--- src/rtl/ovf_match_pwm.sv ---
module ovf_match_pwm #(
  parameter int CW = 32
) (
  input  logic          clk,
  input  logic          rst,
  input  logic          wr_en,
  input  logic [1:0]    wr_sel,
  input  logic [CW-1:0] wr_data,
  input  logic          cfg_req,
  input  logic [CW-1:0] cfg_period,
  input  logic [CW-1:0] cfg_duty,
  output logic          cfg_err,
  output logic          stat_run,
  output logic          stat_inv,
  output logic          pwm_out
);
  localparam logic [CW-1:0] TOP   = '1;
  localparam logic [CW-1:0] PRIME = TOP - CW'(1);
  localparam logic [CW-1:0] ONE   = CW'(1);
  localparam logic [CW-1:0] TWO   = CW'(2);

  logic [CW-1:0] cnt, load_r, match_r;
  logic          act, run_r, inv_r, err_r;

  logic          per_ok;
  logic [CW-1:0] duty_c, new_load, new_match;
  assign per_ok    = cfg_period >= TWO;
  assign duty_c    = (cfg_duty == '0) ? ONE :
                     (cfg_duty >= cfg_period) ? cfg_period - ONE : cfg_duty;
  assign new_load  = TOP - cfg_period + ONE;
  assign new_match = new_load + duty_c - ONE;

  logic ctrl_wr, restart, halt;
  assign ctrl_wr = wr_en && (wr_sel == 2'd2);
  assign halt    = ctrl_wr && !wr_data[0];
  assign restart = ctrl_wr && wr_data[0] && (!run_r || (wr_data[1] != inv_r));

  always_ff @(posedge clk) begin
    if (rst) begin
      load_r  <= '0;
      match_r <= '0;
      err_r   <= 1'b0;
    end else if (cfg_req) begin
      err_r <= !per_ok;
      if (per_ok) begin
        load_r  <= new_load;
        match_r <= new_match;
      end
    end else if (wr_en && wr_sel == 2'd0) begin
      load_r <= wr_data;
    end else if (wr_en && wr_sel == 2'd1) begin
      match_r <= wr_data;
    end
  end

  always_ff @(posedge clk) begin
    if (rst) begin
      cnt   <= '0;
      act   <= 1'b0;
      run_r <= 1'b0;
      inv_r <= 1'b0;
    end else if (halt) begin
      run_r <= 1'b0;
      inv_r <= wr_data[1];
      act   <= 1'b0;
    end else if (restart) begin
      run_r <= 1'b1;
      inv_r <= wr_data[1];
      cnt   <= PRIME;
      act   <= 1'b0;
    end else if (run_r) begin
      if (cnt == TOP) begin
        cnt <= load_r;
        act <= 1'b1;
      end else begin
        cnt <= cnt + ONE;
        if (cnt == match_r) act <= 1'b0;
      end
    end
  end

  assign cfg_err  = err_r;
  assign stat_run = run_r;
  assign stat_inv = inv_r;
  assign pwm_out  = act ^ inv_r;
endmodule


--- config.mk ---
export PLATFORM = sky130hd
export DESIGN_NAME = ovf_match_pwm
export DESIGN_NICKNAME = d
export VERILOG_FILES = /design/src/rtl/ovf_match_pwm.sv
export SDC_FILE = /design/constraint.sdc
export NUM_CORES = 1
export LEC_CHECK = 0
export ABC_CLOCK_PERIOD_IN_PS = 8400
export BUFFER_PORTS_ARGS = -buffer_cell sky130_fd_sc_hd__clkbuf_2
export CORE_AREA = 4 4 129 131
export CTS_CLUSTER_DIAMETER = 100
export DETAILED_ROUTE_END_ITERATION = 8
export DIE_AREA = 0 0 133 135
export GPL_ROUTABILITY_DRIVEN = 0
export PLACE_DENSITY = 0.79
export SKIP_LAST_GASP = 1
export SYNTH_ARGS = -nofsm -noshare
export SYNTH_HDL_FRONTEND = slang
export SYNTH_SLANG_ARGS = --single-unit
--- constraint.sdc ---
create_clock -name clk -period 8.4 [get_ports clk]
set_input_delay 1.68 -clock clk [delete_from_list [all_inputs] [get_ports clk]]
set_output_delay 1.68 -clock clk [all_outputs]
set_load 0.01 [all_outputs]
==> flow_results.xml <==
<?xml version="1.0" encoding="UTF-8"?>
<metrics>
  <group name="floorplan">
    <metric name="num_rows" unit="">46</metric>
    <metric name="floorplan.initialDensity" unit="%">59.7</metric>
    <metric name="horizontal_extent_of_the_die" unit="um">133</metric>
    <metric name="die_area" unit="sq um">18000</metric>
    <metric name="ioPinCount" unit="">106</metric>
    <metric name="die_y_extent" unit="um">135</metric>
    <metric name="core_area" unit="sq um">15600</metric>
  </group>
  <group name="critical_path">
    <metric name="worstPathMaxFanout" unit="">31</metric>
    <metric name="cp.required" unit="ns">8.64</metric>
    <metric name="worst_ep_arrival_time" unit="ns">7.27</metric>
    <metric name="worst_setup_path_end_kind" unit="">register</metric>
    <metric name="critPathLaunchType" unit="">primary input</metric>
    <metric name="timing.setup.critical_path_class" unit="">in -&gt; reg</metric>
  </group>
  <group name="timing">
    <metric name="timing.max_slew.rel_slack" unit="%">31.3</metric>
    <metric name="timing.clock.skew" unit="ns">0.00967</metric>
    <metric name="final_slew_viol_count" unit="">0</metric>
    <metric name="transition_time_at_the_pin_with_the_least_slew_margin" unit="ns">1.00</metric>
    <metric name="rsz0062_at_grt" unit="">false</metric>
    <metric name="maxClockFrequency" unit="MHz">142</metric>
    <metric name="setup_ws" unit="ns">1.37</metric>
    <metric name="fin_tns_setup" unit="ns">0</metric>
    <metric name="final_hold_viol_count" unit="">0</metric>
    <metric name="setup_viol" unit="">0</metric>
    <metric name="post-route-period-util" unit="%">83.7</metric>
    <metric name="layout_min_cycle_time" unit="ns">7.03</metric>
  </group>
  <group name="placed_design">
    <metric name="detailed_placement_hpwl" unit="um">20200</metric>
    <metric name="placement_stage_worst_setup_slack" unit="ns">1.02</metric>
    <metric name="place_inst" unit="">1546</metric>
    <metric name="numPortBuffers" unit="">105</metric>
    <metric name="placed_cell_area" unit="sq um">9960</metric>
  </group>
  <group name="drt">
    <metric name="detail_route.first_pass.iterations" unit="">6</metric>
    <metric name="drt.antenna.violating_nets" unit="">0</metric>
    <metric name="drc" unit="">0</metric>
    <metric name="drt_iter0_drc" unit="">1055</metric>
    <metric name="routed_wire_length_per_instance" unit="um">16.5</metric>
    <metric name="route.detailed.vias_per_inst" unit="">5.95</metric>
    <metric name="total_via_count_in_the_routed_design" unit="">9291</metric>
    <metric name="routed_wl" unit="um">25800</metric>
  </group>
  <group name="power">
    <metric name="power_density" unit="nW/um^2">172</metric>
    <metric name="power.leakage" unit="nW">4.46</metric>
    <metric name="power.ir.vdd_worst" unit="uV">94.4</metric>
    <metric name="report.power.total" unit="mW">1.76</metric>
  </group>
  <group name="clock_network">
    <metric name="numCtsBuffers" unit="">9</metric>
    <metric name="cts_repair_resize_count" unit="">0</metric>
    <metric name="ctsHoldBuffers" unit="">0</metric>
    <metric name="cts.sink_count" unit="">100</metric>
    <metric name="tritoncts" unit="">done</metric>
    <metric name="clock_insertion_delay_worst_skew" unit="ns">0.35</metric>
    <metric name="cts_post_setup_buffers_inserted" unit="">0</metric>
    <metric name="cts_max_path_buffers" unit="">2</metric>
    <metric name="path_clk_slew" unit="ns">0.06</metric>
    <metric name="htree_levels" unit="">3</metric>
    <metric name="clk_root_buffer_cell" unit="">sky130_fd_sc_hd__clkbuf_16</metric>
  </group>
  <group name="cells_and_area">
    <metric name="syn_to_layout_area_delta" unit="%">9.79</metric>
    <metric name="layout-drive-gt1-share" unit="%">11.1</metric>
    <metric name="finalInstanceArea" unit="sq um">10200</metric>
    <metric name="num-nets-final" unit="">1540</metric>
    <metric name="antenna_cells" unit="">0</metric>
    <metric name="layout.cells.non_filler" unit="">1561</metric>
  </group>
  <group name="min_path">
    <metric name="min_path_type" unit="">reg -&gt; reg</metric>
  </group>
  <group name="global_route">
    <metric name="total_overflow_reported_by_the_global_router" unit="">0</metric>
    <metric name="grt_start_max_net_pins" unit="">65</metric>
    <metric name="antenna_violations_before_repair" unit="">0</metric>
    <metric name="grt_first_pass_wirelength" unit="um">42300</metric>
    <metric name="first_global_vias" unit="">8367</metric>
    <metric name="grtUsageTotal" unit="%">28.5</metric>
  </group>
  <group name="synth">
    <metric name="syn-cell-area" unit="sq um">9320</metric>
    <metric name="proportion_of_synthesized_flip_flops_having_asynchronous_set_or_reset" unit="%">0</metric>
    <metric name="syn_inst" unit="">1281</metric>
    <metric name="ys_seq_elements" unit="">100</metric>
    <metric name="synth-main-ff-cell" unit="">sky130_fd_sc_hd__dfxtp_1</metric>
    <metric name="yosys_warnings" unit="">0</metric>
    <metric name="post_synthesis_net_count" unit="">1480</metric>
    <metric name="synth_sequential_area_ratio" unit="%">21.5</metric>
    <metric name="synth_edf_count" unit="">0</metric>
    <metric name="syn-mean-instance-area" unit="sq um">7.27</metric>
    <metric name="netlist-cell-type-count" unit="">66</metric>
  </group>
  <group name="run_status">
    <metric name="status" unit="">completed</metric>
  </group>
  <group name="job">
    <metric name="cap_violations" unit="">0</metric>
  </group>
</metrics>
-- kinds of logic (layout without fill, tap and decap cells) --
family                     after synthesis  in the layout  share of synthesized area [%]
AOI/OAI and AO/OA                      370            370                           24.5
xor gates and xnor gates               100            100                           9.40
adders and majority gates               97             97                           13.1
buffers and inverters                  201            265                           8.20
DFF                                    100            100                           21.5
muxes                                   19             19                           2.05
and+or+nand+nor                        394            394                           21.3
-- per-layer routing --
metal	GRT usage [%]	vias to the layer above	share of wire, %	wire [um]
met5	0	-	0	0
met3	2.12	40	6.0	1560
met4	9.82	0	2.6	669
met2	43.8	329	44	11300
li1	-	4681	-	-
met1	42.2	4241	48	12300
-- flip-flops by register name (all words and copies together), names as in the netlist --
name and cells:
match_r 32, cnt 32, load_r 32, act 1
stat_run 1, stat_inv 1, cfg_err 1
-- cell usage after synthesis, drive strengths merged (7+ instances only) --
cell type | number | share of area (%)
and3 | 11 | 0.74
nand3 | 27 | 1.5
xor2 | 26 | 2.4
a31oi | 22 | 1.5
mux2i | 18 | 1.9
o21ai | 82 | 4.4
nor4 | 24 | 1.8
a21oi | 125 | 6.7
dfxtp | 100 | 21
and4 | 7 | 0.66
nand2b | 11 | 0.74
nor2 | 98 | 3.9
a21o | 19 | 1.5
a311oi | 7 | 0.66
nand2 | 109 | 4.4
a211oi | 33 | 2.7
inv | 135 | 5.4
nand4 | 25 | 1.7
nor3 | 28 | 1.7
xnor2 | 74 | 7.0
clkbuf | 60 | 2.5
nor2b | 24 | 1.6
ha | 96 | 13
o211ai | 40 | 3.2
-- cells in the final DEF (no fill, tap or decap), types with 9 or more instances in the layout --
| cell type | n |
|---|---|
| sky130_fd_sc_hd__and3_1 | 11 |
| sky130_fd_sc_hd__xor2_1 | 26 |
| sky130_fd_sc_hd__nand2b_1 | 11 |
| sky130_fd_sc_hd__nor2b_1 | 24 |
| sky130_fd_sc_hd__nor4_1 | 21 |
| sky130_fd_sc_hd__inv_1 | 135 |
| sky130_fd_sc_hd__o211ai_1 | 40 |
| sky130_fd_sc_hd__ha_1 | 96 |
| sky130_fd_sc_hd__xnor2_1 | 74 |
| sky130_fd_sc_hd__a31oi_1 | 21 |
| sky130_fd_sc_hd__dfxtp_1 | 100 |
| sky130_fd_sc_hd__nor2_1 | 97 |
| sky130_fd_sc_hd__a21o_1 | 19 |
| sky130_fd_sc_hd__o21ai_0 | 76 |
| sky130_fd_sc_hd__nand2_1 | 109 |
| sky130_fd_sc_hd__nor3_1 | 25 |
| sky130_fd_sc_hd__clkbuf_2 | 104 |
| sky130_fd_sc_hd__a211oi_1 | 33 |
| sky130_fd_sc_hd__a21oi_1 | 124 |
| sky130_fd_sc_hd__nand3_1 | 27 |
| sky130_fd_sc_hd__mux2i_1 | 18 |
| sky130_fd_sc_hd__nand4_1 | 24 |
| sky130_fd_sc_hd__clkbuf_16 | 9 |
-- area by class of cell --
| type | instances | area (sq um) |
|---|---|---|
| flip-flops and latches | 100 | 2000 |
| repair buffers | 113 | 586 |
| well taps | 216 | 270 |
| clock buffers | 14 | 264 |
| inverters | 137 | 514 |
| multi-input cells | 980 | 6590 |
| fillers | 1443 | 5370 |
| clock inverters | 1 | 7.51 |
-- metrics by stage --
stage / utilization [%] / hold slack, ns
after floorplan: - / 0.444
after global placement: 63.9 / 0.459
after detailed placement: 63.9 / 0.466
after CTS: 65.6 / 0.479
after global routing: 65.6 / 0.494
final: 65.6 / 0.479
-- path summary, 6_finish.rpt --
kind,from,to,slack (ns),depth (start not counted)
worst max-delay path,cfg_period[31],match_r[21],1.37,20
worst min-delay path,load_r[12],cnt[12],0.48,2
worst max register to register,cnt[3],act,5.09,6
worst min register to register,load_r[12],cnt[12],0.48,2
-- report_power, final --
| part | switching [mW] | leakage (nW) | total [mW] | internal, mW |
|---|---|---|---|---|
| Clock | 0.175 | 0.129 | 0.391 | 0.216 |
| Combinational | 0.466 | 3.51 | 0.803 | 0.337 |
| Sequential | 0.0439 | 0.826 | 0.564 | 0.521 |
-- worst max-delay path, cell delays in order --
cell and delay (ns):
sky130_fd_sc_hd__clkbuf_2 0.13, sky130_fd_sc_hd__inv_1 0.05, sky130_fd_sc_hd__ha_1 0.32, sky130_fd_sc_hd__a21oi_1 0.16, sky130_fd_sc_hd__o21ai_0 0.12, sky130_fd_sc_hd__a2111oi_0 0.79
sky130_fd_sc_hd__a31oi_4 0.50, sky130_fd_sc_hd__nand2_1 0.17, sky130_fd_sc_hd__o211ai_1 0.11, sky130_fd_sc_hd__ha_1 0.32, sky130_fd_sc_hd__inv_1 0.04, sky130_fd_sc_hd__ha_1 0.36
sky130_fd_sc_hd__and3_1 0.23, sky130_fd_sc_hd__nor3b_1 0.14, sky130_fd_sc_hd__a2111oi_0 0.85, sky130_fd_sc_hd__a21boi_1 0.17, sky130_fd_sc_hd__or2_2 0.35, sky130_fd_sc_hd__a311oi_1 0.31
sky130_fd_sc_hd__xor2_1 0.12, sky130_fd_sc_hd__a2111oi_2 0.35
Note: power is estimated with default switching activity, not from simulation.
